`src/rtl/fpm_pkg.sv`:
```
package fpm_pkg;
   typedef enum logic [1:0] {
      FPM_IDLE = 2'd0,
      FPM_MUL  = 2'd1,
      FPM_NORM = 2'd2
   } fpm_state_t;
endpackage

```
`src/rtl/fpm_exp_path.sv`:
```
module fpm_exp_path #(
   parameter int EXP_W = 8
) (
   input  logic [EXP_W-1:0] exp_a,
   input  logic [EXP_W-1:0] exp_b,
   output logic [EXP_W-1:0] exp_sum
);
   localparam logic [EXP_W-1:0] BIAS = EXP_W'((1 << (EXP_W-1)) - 1);

   // two biased values summed carry the bias twice; remove one copy
   always_comb exp_sum = exp_a + exp_b - BIAS;
endmodule

```
`src/rtl/fpm_mant_seq.sv`:
```
module fpm_mant_seq #(
   parameter int MAN_W = 16
) (
   input  logic             clk,
   input  logic             rst_n,
   input  logic             load,
   input  logic             step,
   input  logic [MAN_W-1:0] frac_a,
   input  logic [MAN_W-1:0] frac_b,
   output logic [MAN_W:0]   prod_hi,
   output logic             last
);
   localparam int CW = $clog2(MAN_W + 1);
   localparam logic [CW-1:0] LAST_CNT = CW'(MAN_W - 1);

   logic [MAN_W-1:0] acc, mq, mcand;
   logic [CW-1:0]    cnt;
   logic [MAN_W:0]   sum;

   always_comb sum = {1'b0, acc} + (mq[0] ? {1'b0, mcand} : '0);

   always_ff @(posedge clk or negedge rst_n) begin
      if (!rst_n) begin
         acc   <= '0;
         mq    <= '0;
         mcand <= '0;
         cnt   <= '0;
      end else if (load) begin
         acc   <= '0;
         mq    <= frac_b;
         mcand <= frac_a;
         cnt   <= '0;
      end else if (step) begin
         acc <= sum[MAN_W:1];
         mq  <= {sum[0], mq[MAN_W-1:1]};
         cnt <= cnt + 1'b1;
      end
   end

   always_comb last    = (cnt == LAST_CNT);
   always_comb prod_hi = {acc, mq[MAN_W-1]};

   p_step_bound_r6: assert property (@(posedge clk) disable iff (!rst_n)
      step |-> cnt <= LAST_CNT);
   p_step_count_r6: assert property (@(posedge clk) disable iff (!rst_n)
      (step && !load) |=> cnt == $past(cnt) + 1'b1);
endmodule

```
`src/rtl/fpm_norm.sv`:
```
module fpm_norm #(
   parameter int EXP_W = 8,
   parameter int MAN_W = 16
) (
   input  logic [MAN_W:0]   prod_hi,
   input  logic [EXP_W-1:0] exp_in,
   output logic [MAN_W-1:0] frac_out,
   output logic [EXP_W-1:0] exp_out
);
   // a product of two fractions in [1/2,1) lies in [1/4,1): one shift at most
   always_comb begin
      if (prod_hi[MAN_W]) begin
         frac_out = prod_hi[MAN_W:1];
         exp_out  = exp_in;
      end else begin
         frac_out = prod_hi[MAN_W-1:0];
         exp_out  = exp_in - 1'b1;
      end
   end
endmodule

```
`src/rtl/seq_fp_mul.sv`:
```
module seq_fp_mul #(
   parameter int EXP_W = 8,
   parameter int MAN_W = 16,
   localparam int W = 1 + EXP_W + MAN_W
) (
   input  logic         clk,
   input  logic         rst_n,
   input  logic         start,
   input  logic [W-1:0] op_a,
   input  logic [W-1:0] op_b,
   output logic         busy,
   output logic         done,
   output logic [W-1:0] result
);
   import fpm_pkg::*;

   generate
      if (EXP_W < 3) begin : g_bad_exp
         $error("seq_fp_mul: EXP_W must be at least 3");
      end
      if (MAN_W < 2) begin : g_bad_man
         $error("seq_fp_mul: MAN_W must be at least 2");
      end
   endgenerate

   fpm_state_t st;
   logic             zero_in, accept, sgn_q, last;
   logic [EXP_W-1:0] ea_q, eb_q, e_sum, e_fin;
   logic [MAN_W:0]   prod_hi;
   logic [MAN_W-1:0] f_fin;

   always_comb zero_in = (op_a[W-2:0] == '0) || (op_b[W-2:0] == '0);
   always_comb accept  = start && (st == FPM_IDLE);

   fpm_exp_path #(.EXP_W(EXP_W)) u_exp (
      .exp_a(ea_q), .exp_b(eb_q), .exp_sum(e_sum));

   fpm_mant_seq #(.MAN_W(MAN_W)) u_mant (
      .clk(clk), .rst_n(rst_n),
      .load(accept && !zero_in), .step(st == FPM_MUL),
      .frac_a(op_a[MAN_W-1:0]), .frac_b(op_b[MAN_W-1:0]),
      .prod_hi(prod_hi), .last(last));

   fpm_norm #(.EXP_W(EXP_W), .MAN_W(MAN_W)) u_norm (
      .prod_hi(prod_hi), .exp_in(e_sum), .frac_out(f_fin), .exp_out(e_fin));

   always_ff @(posedge clk or negedge rst_n) begin
      if (!rst_n) begin
         st     <= FPM_IDLE;
         done   <= 1'b0;
         result <= '0;
         sgn_q  <= 1'b0;
         ea_q   <= '0;
         eb_q   <= '0;
      end else begin
         done <= 1'b0;
         case (st)
            FPM_IDLE: if (start) begin
               if (zero_in) begin
                  result <= '0;
                  done   <= 1'b1;
               end else begin
                  sgn_q <= op_a[W-1] ^ op_b[W-1];
                  ea_q  <= op_a[W-2:MAN_W];
                  eb_q  <= op_b[W-2:MAN_W];
                  st    <= FPM_MUL;
               end
            end
            FPM_MUL:  if (last) st <= FPM_NORM;
            FPM_NORM: begin
               result <= {sgn_q, e_fin, f_fin};
               done   <= 1'b1;
               st     <= FPM_IDLE;
            end
            default:  st <= FPM_IDLE;
         endcase
      end
   end

   always_comb busy = (st != FPM_IDLE);

   p_zero_fast_r1: assert property (@(posedge clk) disable iff (!rst_n)
      (accept && zero_in) |=> done && result == '0);
   p_norm_msb_r5: assert property (@(posedge clk) disable iff (!rst_n)
      (done && result[W-2:0] != '0) |-> result[MAN_W-1]);
   p_done_pulse_r7: assert property (@(posedge clk) disable iff (!rst_n)
      done |=> !done);
   p_hold_result_r7: assert property (@(posedge clk) disable iff (!rst_n)
      !done |-> $stable(result));
   p_busy_entry_r8: assert property (@(posedge clk) disable iff (!rst_n)
      $rose(busy) |-> $past(start));
   p_busy_to_done_r8: assert property (@(posedge clk) disable iff (!rst_n)
      $fell(busy) |-> done);
endmodule

```
`config.mk`:
```
export PLATFORM = sky130hd
export DESIGN_NAME = seq_fp_mul
export DESIGN_NICKNAME = d
export VERILOG_FILES = /design/src/rtl/fpm_pkg.sv /design/src/rtl/fpm_exp_path.sv /design/src/rtl/fpm_mant_seq.sv /design/src/rtl/fpm_norm.sv /design/src/rtl/seq_fp_mul.sv
export SDC_FILE = /design/constraint.sdc
export NUM_CORES = 1
export LEC_CHECK = 0
export CAP_MARGIN = 20
export CORE_MARGIN = 4
export CORE_UTILIZATION = 55
export DETAILED_ROUTE_END_ITERATION = 8
export MAX_ROUTING_LAYER = met4
export PLACE_DENSITY_LB_ADDON = 0.15
export REMOVE_ABC_BUFFERS = 1
export SLEW_MARGIN = 20
export SYNTH_ARGS = -nofsm -noshare
export SYNTH_HDL_FRONTEND = slang
export SYNTH_SLANG_ARGS = --single-unit
export TNS_END_PERCENT = 1
```
`constraint.sdc`:
```
create_clock -name clk -period 3.5 [get_ports clk]
set_clock_uncertainty 0.15 [all_clocks]
set_input_delay 0.7 -clock clk [delete_from_list [all_inputs] [get_ports clk]]
set_output_delay 0.7 -clock clk [all_outputs]
set_load 0.01 [all_outputs]
```
### Word level (Yosys, flattened, before mapping)

Cells that the tools add are included.

| storage, ports and cells | value |
|---|---|
| bits in registers | 98 |
| bits in latches | 0 |
| bits in writable memories | 0 |
| bits in read-only memories | 0 |
| input bits | 53 |
| output and inout bits | 27 |
| memories | 0 |

| cells by class | value |
|---|---|
| $add $sub $neg | 5 |
| multiply operators | 0 |
| divide/modulo/power cells | 0 |
| $lt $le $gt $ge | 0 |
| equal/unequal tests | 7 |
| shift-type cells | 0 |
| muxes and demuxes | 19 |
| bitwise gates (word level) | 2 |
| reductions and logical operators | 13 |

Operator list:

| operator | number |
|---|---|
| $mux W16 | 6 |
| $mux W25 | 2 |
| $pmux W25 S2 | 1 |
| $logic_not A24 Y1 | 2 |
| $add A16 B17 Y17 | 1 |
| $mux W5 | 2 |
| $reduce_and A3 Y1 | 3 |
| $add A8 B8 Y8 | 1 |
| $mux W8 | 1 |
| $ne A2 B2 Y1 const B | 4 |
| $sub A8 B1 Y8 const B | 1 |
| $sub A8 B7 Y8 const B | 1 |
| $mux W2 | 3 |
| $reduce_bool A2 Y1 | 3 |
| $add A5 B1 Y5 const B | 1 |
| $eq A5 B4 Y1 const B | 1 |
| $pmux W2 S2 | 1 |
| $eq A2 B1 Y1 const B | 1 |
| $eq A2 B2 Y1 const B | 1 |
| $logic_and A1 B1 Y1 | 2 |
| $logic_not A2 Y1 | 1 |
| $mux W1 | 2 |
| $pmux W1 S2 | 1 |
| $logic_not A1 Y1 | 1 |
| other kinds (3) | 3 |

### Logic depth before layout (Yosys ltp)

Gate-level depths: netlist of the first run.

| logic depth | value |
|---|---|
| word-level depth | 5 |
| depth in mapped cells | 11 |
| depth with buffers taken out | 11 |

### Modules after synthesis

From an unflattened synthesis of the first run, not the netlist that was laid out.

| second synthesis, totals | value |
|---|---|
| cell total of the unflattened synthesis | 572 |
| area, all modules | 5739.3 um^2 |

By module, submodules not included:

| module | instances | cells an instance | area each (um^2) |
|---|---|---|---|
| fpm_mant_seq | 1 | 311 | 3090.5 |
| seq_fp_mul | 1 | 177 | 1938.1 |
| fpm_exp_path | 1 | 44 | 366.6 |
| fpm_norm | 1 | 40 | 344.1 |

### Worst setup path after synthesis of the first run

OpenSTA, ideal clock, no wires.

| timing | value |
|---|---|
| kind | reg2reg |
| start point | reg ea_q[1] |
| end point | reg result[23] |
| setup time | 0.121 ns |
| data arrival time | 2.310 ns |
| path slack | 0.919 ns |
| stages on the path, launching flop included | 9 |
| clock period less this slack | 2.581 ns |
| cell sequence | dfrtp_1 -> ha_1 -> ha_1 -> fa_1 -> nor4b_1 -> nand2_1 -> nor4_2 -> xnor2_1 -> a22o_1 |

| between the ends | value |
|---|---|
| longest elaborated chain between the ends | 5 |

Ends and longest elaborated chain:

| element | RTL line | RTL |
|---|---|---|
| from (decl) | seq_fp_mul.sv:28 | `logic [EXP_W-1:0] ea_q, eb_q, e_sum, e_fin;` |
| from (signal assigned) | seq_fp_mul.sv:64 | `ea_q <= op_a[W-2:MAN_W];` |
| $add A8 B8 Y8 * | fpm_exp_path.sv:11 | `always_comb exp_sum = exp_a + exp_b - BIAS;` |
| $sub A8 B7 Y8 * | fpm_exp_path.sv:11 |  |
| $sub A8 B1 Y8 | fpm_norm.sv:17 | `exp_out = exp_in - 1'b1;` |
| $mux W8 * | fpm_norm.sv:12 | `if (prod_hi[MAN_W]) begin` |
| $pmux W25 S2 * | seq_fp_mul.sv:57 | `case (st)` |
| to (signal assigned) | seq_fp_mul.sv:71 | `result <= {sgn_q, e_fin, f_fin};` |
| to (decl) | seq_fp_mul.sv:13 | `output logic [W-1:0] result` |

Every way passes the cells marked *; elsewhere a longest branch is shown, timed or not.
A chain may end at the register's enable or synchronous reset.

### Worst setup path in the final report of the first run

| timing | value |
|---|---|
| start point | reg u_mant.mq[0] |
| end point | reg u_mant.acc[15] |

| between the ends | value |
|---|---|
| longest elaborated chain between the ends | 4 |

Ends and longest elaborated chain:

| element | RTL line | RTL |
|---|---|---|
| from (decl) | fpm_mant_seq.sv:16 | `logic [MAN_W-1:0] acc, mq, mcand;` |
| from (signal assigned) | fpm_mant_seq.sv:30 | `mq <= frac_b;` |
| from (signal assigned) | fpm_mant_seq.sv:35 | `mq <= {sum[0], mq[MAN_W-1:1]};` |
| $mux W16 | fpm_mant_seq.sv:20 | `always_comb sum = {1'b0, acc} + (mq[0] ? {1'b0, mcand} : '0);` |
| $add A16 B17 Y17 | fpm_mant_seq.sv:20 |  |
| $mux W16 | fpm_mant_seq.sv:33 | `end else if (step) begin` |
| $mux W16 | fpm_mant_seq.sv:28 | `end else if (load) begin` |
| to (signal assigned) | fpm_mant_seq.sv:34 | `acc <= sum[MAN_W:1];` |
| to (decl) | fpm_mant_seq.sv:16 |  |

No other way between the ends. The select of a mux whose other input is x is not followed.

==> results of run 1 <==
==> worst max path at each step <==
stage | endpoint | slack (ps) | cells after the start
2_1_floorplan | u_mant.cnt[0] | -3060 | 6
3_3_place_gp | u_mant.mcand[8] | 280 | 8
3_5_place_dp | u_mant.mcand[9] | 230 | 8
4_1_cts | u_mant.mcand[13] | 570 | 8
5_1_grt | u_mant.acc[13] | 290 | 9
6_report | u_mant.acc[15] | 540 | 9
==> cell families (layout without fill, tap and decap cells) <==
family                   count (synthesis)  count (layout)  synth area share (%)
AND/OR/NAND/NOR                        118             118                  11.4
multiplexers                            48              48                  9.57
buffers and inverters                   38             118                  3.11
flip-flops                              98              98                  45.2
XOR/XNOR                                27              27                  4.36
AO/OA/AOI/OAI                          134             134                  18.2
adder cells (fa/ha/maj)                 34              34                  8.12
==> metrics by stage <==
step	instance area, um2	setup TNS, ps	power [mW]
after CTS	6610	0	6.76
after detailed placement	6380	0	5.90
final	6610	0	6.72
after floorplan	5300	-176720	4.92
after global routing	6610	0	7.32
after global placement	6380	0	5.74
==> routing by layer <==
metal	vias to the layer above	wire length, um
li1	1993	-
met1	2002	5630
met2	83	5880
met3	12	519
met4	0	150
met5	-	0
==> flip-flops by register name, indices dropped and copies added (netlist names) <==
name and cells:
u_mant.cnt 5, sgn_q 1, result 25, st 2, ea_q 8, u_mant.mcand 16, done 1, u_mant.acc 16
eb_q 8, u_mant.mq 16
==> critical path: cells and delay by family (launching register included) <==
family | cells | cell delay (ps)
AOI/OAI and AO/OA | 6 | 1370
adders and majority gates | 2 | 440
DFF | 1 | 700
and+or+nand+nor | 1 | 230
==> final cells by class <==
class	count	area (um2)
fill	729	2810
clock buffer	10	138
timing repair buffer	91	916
tap	129	161
sequential	98	2450
clock inverter	6	90.1
inverter	11	41.3
multi-input combinational	361	2810
==> power breakdown <==
part / total [mW] / switching [mW] / internal [mW]
registers: 2.07 / 0.422 / 1.65
logic: 3.83 / 1.88 / 1.95
clock network: 0.820 / 0.398 / 0.422
total: 6.72 / 2.70 / 4.02
==> synthesized netlist by cell type (all sizes together) (17+ instances only) <==
| cell | n | area [um2] |
|---|---|---|
| xnor2 | 18 | 158 |
| a22o | 24 | 210 |
| a21o | 25 | 188 |
| nand2 | 31 | 116 |
| and2 | 18 | 113 |
| o2bb2ai | 17 | 149 |
| o21ai | 17 | 85.1 |
| dfrtp | 98 | 2450 |
| ha | 32 | 400 |
| mux2 | 31 | 349 |
| nor2 | 20 | 77.6 |
| mux2i | 17 | 170 |
==> layout by cell type, fill, tap and decap left out, types with 4 or more instances in the layout <==
master and n:
o22ai_1 13, nor4_1 12, nor2_1 19, and2_1 18, nand2b_1 4, ha_1 32, a21oi_1 13, nand4_1 4
a21o_1 25, clkdlybuf4s50_1 78, mux2_2 31, o2bb2ai_1 17, xnor2_1 18, mux2i_1 17, inv_1 11, dfrtp_1 97
o21ai_0 16, xor2_1 9, nand2_1 31, buf_4 10, clkbuf_8 10, nor3_1 7, o21a_1 6, nor2b_1 6
clkinvlp_4 4, a22o_1 24
==> flow_summary.json, run 1 <==
{
  "status": "finished clean",
  "post_drt_wl_per_cell_um": 17.2,
  "drt-initial-drc-count": 178,
  "drc": 0,
  "hpwl_um": 9070,
  "critical_path.max_fanout": 17,
  "ctsHoldBuffers": 0,
  "rows": 35,
  "synth_edf_count": 0,
  "ctsLongestPathBuffers": 2,
  "grt_use_met3_pct": 4.14,
  "final-hold-violation-count": 0,
  "arrival_ps": 3100,
  "cts-htree-levels": 3,
  "post-place-ws_ps": 227,
  "rsz0062_at_grt": "false",
  "irDropWorstVdd_v": 0.000457,
  "leakagePower_nw": 2.92,
  "synthArstFlopShare_pct": 100,
  "gp_congestion": 0.850,
  "worstPathCellList": "and2_1, ha_1, fa_1, a21oi_1, o21ai_0, o2111ai_1, a21o_1, o21ai_0, o311a_1",
  "wl_um": 12200,
  "postCtsSetupBuffers": 0,
  "ant_nets": 0,
  "power.density_nw_per_um2": 1020,
  "startpoint": "u_mant.mq[0]",
  "endpoint_kind": "register",
  "die_area_um2": 11500,
  "tightest_slew_ps": 899,
  "reg2reg_to": "u_mant.acc[15]",
  "dpl.cell_count": 690,
  "dieHeight_um": 107,
  "cts.clk_slew.worst_paths_ps": 90,
  "firstDrtPassIters": 5,
  "coreArea_um2": 9420,
  "hp-class": "in -> async",
  "relSlewSlack_pct": 40.0,
  "period_needed_ps": 2960,
  "worstPathRequired_ps": 3640,
  "final_nets": 659,
  "clock_latency_ps": 360,
  "clock-sinks": 98,
  "use_met2_pct": 35.4,
  "vias": 4090,
  "reg2reg_slack_ps": 540,
  "yosysSeqAreaShare_pct": 45.2,
  "finalSetupViolations": 0,
  "timing.rr.start": "u_mant.mq[0]",
  "grt_pass1_wl_um": 20600,
  "dieWidth_um": 107,
  "path_class": "reg -> reg",
  "synthToLayoutAreaGrowth_pct": 21.8,
  "post-route-period-util_pct": 84.5,
  "ctsResizeCount": 0,
  "pin_count": 80,
  "netlist_area_um2": 5420,
  "synth.avg_cell_area_um2": 10.9,
  "synth_cells": 497,
  "final_core_util_pct": 70.2,
  "critPathLaunchType": "register",
  "max_stage_delay_ps": 700,
  "cts_buffers": 9,
  "crit_slowest_cell": "dfrtp_1",
  "overflow": 0,
  "crit_top_cell": "o21ai_0",
  "io_buffers": 79,
  "final_cells": 706,
  "yosys_register_bits": 98,
  "diodes": 0,
  "max_cap_violations": 0,
  "grt_pass1_vias": 4161,
  "drv_slew": 0,
  "grt_max_degree": 54,
  "fmax_ghz": 0.338,
  "met1_usage_pct": 32.0,
  "antenna_found_initial": 0,
  "cts_tree": "yes",
  "initial_utilization_pct": 57.6,
  "ys.flop_type": "dfrtp_1",
  "fin_ws_ps": 543,
  "reg2reg_depth": 9,
  "viasPerCell": 5.79,
  "fin_hold_ws_ps": 219,
  "drive_gt1_share_pct": 11.6,
  "grt.total_usage_pct": 23.1,
  "synth_cell_types": 52,
  "ys_warn_count": 0,
  "globalRoute.busiestLayer": "met2",
  "cts_root_buffer": "clkbuf_8"
}
(Power assumes the default switching activity.)
==> run 2: changes to the inputs <==
--- a/config.mk
+++ b/config.mk
@@ -7,7 +7,7 @@
 export LEC_CHECK = 0
 export CAP_MARGIN = 20
 export CORE_MARGIN = 4
-export CORE_UTILIZATION = 55
+export CORE_UTILIZATION = 50
 export DETAILED_ROUTE_END_ITERATION = 8
 export MAX_ROUTING_LAYER = met4
 export PLACE_DENSITY_LB_ADDON = 0.15
==> constraint.sdc (replaced) <==
create_clock -name clk -period 2.7 [get_ports clk]
set_clock_uncertainty 0.15 [all_clocks]
set_input_delay 0.54 -clock clk [delete_from_list [all_inputs] [get_ports clk]]
set_output_delay 0.54 -clock clk [all_outputs]
set_load 0.01 [all_outputs]
==> flow_summary.json, run 2 (synthesis results as in run 1) <==
{
  "met1_usage_pct": 28.3,
  "ctsLongestPathBuffers": 2,
  "startpoint": "eb_q[1]",
  "fill_cells": 853,
  "worstPathRequired_ps": 2820,
  "hp-class": "reg -> reg",
  "leakagePower_nw": 3.01,
  "critical_path.endpoint": "result[23]",
  "drv_slew": 0,
  "antenna_found_initial": 0,
  "largest_register": "result",
  "max_cap_violations": 0,
  "grt_use_met3_pct": 4.42,
  "layout_common_cells": "98 x dfrtp_1, 78 x clkdlybuf4s50_1, 32 x ha_1",
  "critPathLaunchType": "register",
  "cts-htree-levels": 3,
  "drt-initial-drc-count": 230,
  "grt_pass1_vias": 4053,
  "irDropWorstVdd_v": 0.000578,
  "hpwl_um": 9370,
  "firstDrtPassIters": 4,
  "grt.total_usage_pct": 20.8,
  "reg2reg_slack_ps": 30,
  "use_met2_pct": 30.8,
  "tightest_slew_ps": 959,
  "globalRoute.busiestLayer": "met2",
  "wl_um": 12400,
  "final_common_cell": "dfrtp_1",
  "final_nets": 680,
  "fin_ws_ps": 28.2,
  "comb_power_share_pct": 60.3,
  "power_mw": 8.70,
  "drc": 0,
  "post-place-ws_ps": -297,
  "ant_nets": 0,
  "viasPerCell": 5.70,
  "timing.rr.start": "eb_q[1]",
  "post_drt_wl_per_cell_um": 17.0,
  "gp_congestion": 0.877,
  "arrival_ps": 2790,
  "largest_reg_flops": 25,
  "vias": 4176,
  "pin_count": 80,
  "io_buffers": 79,
  "cts_root_buffer": "clkbuf_8",
  "reg2reg_to": "result[23]",
  "fmax_ghz": 0.374,
  "post-route-period-util_pct": 99.0,
  "p_sw_mw": 3.55,
  "finalInstanceArea_um2": 6740,
  "postCtsSetupBuffers": 0,
  "dpl_cell_area_um2": 6540,
  "overflow": 0,
  "dieHeight_um": 112,
  "path_class": "reg -> reg",
  "relSlewSlack_pct": 36.1,
  "period_needed_ps": 2670,
  "grt_pass1_wl_um": 20400,
  "coreArea_um2": 10500,
  "clock-sinks": 98,
  "p_seq_share_pct": 29.7,
  "diodes": 0,
  "reg2reg_depth": 8,
  "die_area_um2": 12600,
  "status": "finished clean",
  "intPower_mw": 5.16,
  "initial_utilization_pct": 51.8,
  "clock_latency_ps": 360,
  "final-hold-violation-count": 0,
  "cts.clk_slew.worst_paths_ps": 100,
  "rows": 37,
  "endpoint_kind": "register",
  "critical_path.max_fanout": 2,
  "power.density_nw_per_um2": 1290,
  "p_sw_share_pct": 40.7,
  "cts_buffers": 9,
  "rsz0062_at_grt": "true",
  "pwr-share-clk_pct": 10.0,
  "drive_gt1_share_pct": 14.9,
  "finalSetupViolations": 0,
  "synthToLayoutAreaGrowth_pct": 24.3,
  "dieWidth_um": 112,
  "cts_tree": "yes",
  "grt_max_degree": 52
}
run 2: cell types whose count changed in the layout (fill, tap and decap cells not counted), sizes merged:
cell	previous run	this run
bufinv	2	0
clkinv	0	4
dlygate4sd3	0	1
clkinvlp	4	1
buf	13	33
run 2: stage by stage:
stage	setup TNS [ps]	util (%)	cells	hold WS [ps]
floorplan	-222160	-	470	94.4
global placement	-18140	62.5	717	277
detailed placement	-17940	62.5	717	280
CTS	0	64.3	733	338
global route	-152	64.4	733	340
finish	0	64.4	733	333
run 2: worst min path at each step:
stage | startpoint | to | slack, ps | cells after the start
after global routing | u_mant.mq[14] | u_mant.mq[14] | 340 | 1
after detailed placement | rst_n | result[23] | 280 | 1
after global placement | rst_n | result[23] | 280 | 1
final | u_mant.mq[3] | u_mant.mq[3] | 330 | 1
after CTS | u_mant.mq[14] | u_mant.mq[14] | 340 | 1
after floorplan | rst_n | done | 90 | 0
run 2: area by class of cell:
type / count / area (um2) / area share, %
clock buffers: 10 / 138 / 2.04
clock inverters: 5 / 31.3 / 0.464
inverters: 11 / 41.3 / 0.612
multi-input cells: 361 / 2830 / 42.0
flip-flops and latches: 98 / 2450 / 36.4
well taps: 136 / 170 / 2.52
repair buffers: 112 / 1080 / 16.0
run 2: routing by layer:
| layer | part of all wire, % | wire length, um |
|---|---|---|
| met1 | 47 | 5890 |
| met2 | 46 | 5670 |
| met3 | 4.4 | 553 |
| met4 | 2.7 | 335 |
| met5 | 0 | 0 |
run 2: timing repair:
action | 4_1_cts | 5_1_grt
pin swaps | 2 | 0
gates resized for setup | 1 | 5
hold buffers | 1 | 0
endpoints found under the setup margin | 1 | 28
hold endpoints to repair | 16 | 0
run 2: worst max-delay path: stages, from the launching register on:
cell,delay (ps)
dfrtp_1,410
ha_1,290
ha_1,220
fa_1,470
nor4b_2,290
nand2_1,150
nor4_2,310
xnor2_1,110
a22o_1,180
run 2: power groups by stage:
stage          clock network [mW]  logic [mW]  registers [mW]
2_1_floorplan                   0        3.78            2.59
3_3_place_gp                    0        5.03            2.59
3_5_place_dp                    0        5.19            2.62
4_1_cts                     0.882        5.24            2.59
5_1_grt                     0.960        5.81            2.68
6_report                    0.868        5.25            2.59
==> run 3: changes to the inputs <==
--- a/config.mk
+++ b/config.mk
@@ -12,6 +12,7 @@
 export MAX_ROUTING_LAYER = met4
 export PLACE_DENSITY_LB_ADDON = 0.15
 export REMOVE_ABC_BUFFERS = 1
+export SETUP_SLACK_MARGIN = 0.05
 export SLEW_MARGIN = 20
 export SYNTH_ARGS = -nofsm -noshare
 export SYNTH_HDL_FRONTEND = slang
==> flow_summary.json, run 3 (synthesis results as in run 1) <==
{
  "status": "finished clean",
  "max_cap_violations": 0,
  "largest_reg_flops": 25,
  "cts_buffers": 9,
  "fin_ws_ps": 98.5,
  "hp-class": "reg -> reg",
  "pin_count": 80,
  "period_needed_ps": 2600,
  "cts.clk_slew.worst_paths_ps": 100,
  "post-route-period-util_pct": 96.4,
  "clock_latency_ps": 360,
  "post_drt_wl_per_cell_um": 17.0,
  "dieHeight_um": 112,
  "final_core_util_pct": 64.9,
  "drc": 0,
  "grt_pass1_wl_um": 20500,
  "largest_register": "result",
  "cts_tree": "yes",
  "ant_nets": 0,
  "endpoint_kind": "register",
  "route.met2.wl_um": 5700,
  "cts-htree-levels": 3,
  "tightest_slew_ps": 981,
  "die_area_um2": 12600,
  "io_buffers": 79,
  "dpl_cell_area_um2": 6540,
  "layout_common_cells": "98 x dfrtp_1, 78 x clkdlybuf4s50_1, 31 x nand2_1, 31 x mux2_2, 30 x buf_4",
  "fmax_ghz": 0.384,
  "wl_met3_um": 504,
  "firstDrtPassIters": 4,
  "coreArea_um2": 10500,
  "viasPerCell": 5.71,
  "wl_um": 12500,
  "critical_path.max_fanout": 5,
  "fill_cells": 844,
  "arrival_ps": 2720,
  "initial_utilization_pct": 51.8,
  "irDropWorstVdd_v": 0.000586,
  "synthToLayoutAreaGrowth_pct": 25.2,
  "final_nets": 680,
  "worstPathRequired_ps": 2820,
  "post-place-ws_ps": -297,
  "finalInstanceArea_um2": 6790,
  "grt.total_usage_pct": 20.9,
  "vias": 4188,
  "drive_gt1_share_pct": 16.9,
  "rows": 37,
  "wl_met1_um": 5960,
  "reg2reg_depth": 8,
  "finalSetupViolations": 0,
  "cts_root_buffer": "clkbuf_8",
  "seqCellArea_um2": 2450,
  "dieWidth_um": 112,
  "diodes": 0,
  "dpl.cell_count": 717,
  "leakagePower_nw": 3.01,
  "drt-initial-drc-count": 206,
  "rsz0062_at_grt": "true",
  "final_cells": 733,
  "final-hold-violation-count": 0,
  "antenna_found_initial": 0,
  "gp_congestion": 0.877,
  "relSlewSlack_pct": 34.6,
  "final_common_cell": "dfrtp_1",
  "clock-sinks": 98,
  "ctsLongestPathBuffers": 2,
  "tns_ps": 0,
  "whs_path_depth": 1,
  "grt_pass1_vias": 4069,
  "power.density_nw_per_um2": 1310,
  "drv_slew": 0,
  "grt_max_degree": 52,
  "overflow": 0,
  "critPathLaunchType": "register",
  "fin_hold_ws_ps": 334,
  "path_class": "reg -> reg",
  "power_mw": 8.88,
  "hpwl_um": 9370,
  "dr.max_layer_used": "met4",
  "multi_input_area_um2": 2880
}
[run 3: final cells by class]
type	count	area share [%]
inverter	11	0.608
timing repair buffer	112	15.8
multi-input combinational	361	42.4
tap	136	2.51
clock buffer	10	2.03
clock inverter	5	0.461
sequential	98	36.1
[run 3: layer usage]
metal,track usage (%),vias to the layer above
met2,30.9,98
met5,-,-
met1,28.3,2055
li1,-,2015
met3,4.42,20
met4,7.61,0
[run 3: worst paths after layout]
check	from	endpoint	slack, ps
max in group asynchronous	rst_n	st[0]	1280
max reg2reg	ea_q[3]	result[23]	100
min	u_mant.mq[3]	u_mant.mq[3]	330
max	ea_q[3]	result[23]	100
min in group asynchronous	rst_n	result[23]	420
min reg2reg	u_mant.mq[3]	u_mant.mq[3]	330
[run 3: power breakdown]
group          internal [mW]  leakage [nW]  total, mW  switching (mW)
logic                   2.77          1.71       5.42            2.65
registers               2.14          1.22       2.59           0.448
clock network          0.352        0.0879      0.868           0.515
[run 3: worst max-delay path, stage by stage, from the launching register on]
cell and delay (ps):
dfrtp_1 400, ha_1 320, ha_1 390, and3_1 220
o211ai_1 220, o311ai_2 170, nor4_2 330, xnor2_1 110
a22o_1 180
[run 3: timing repair]
action / CTS / global route
buffers inserted: 0 / 0
pin swaps: 2 / 2
hold endpoints to repair: 16 / 0
endpoints found under the setup margin: 1 / 31
resized for setup: 4 / 14
hold buffers: 1 / 0
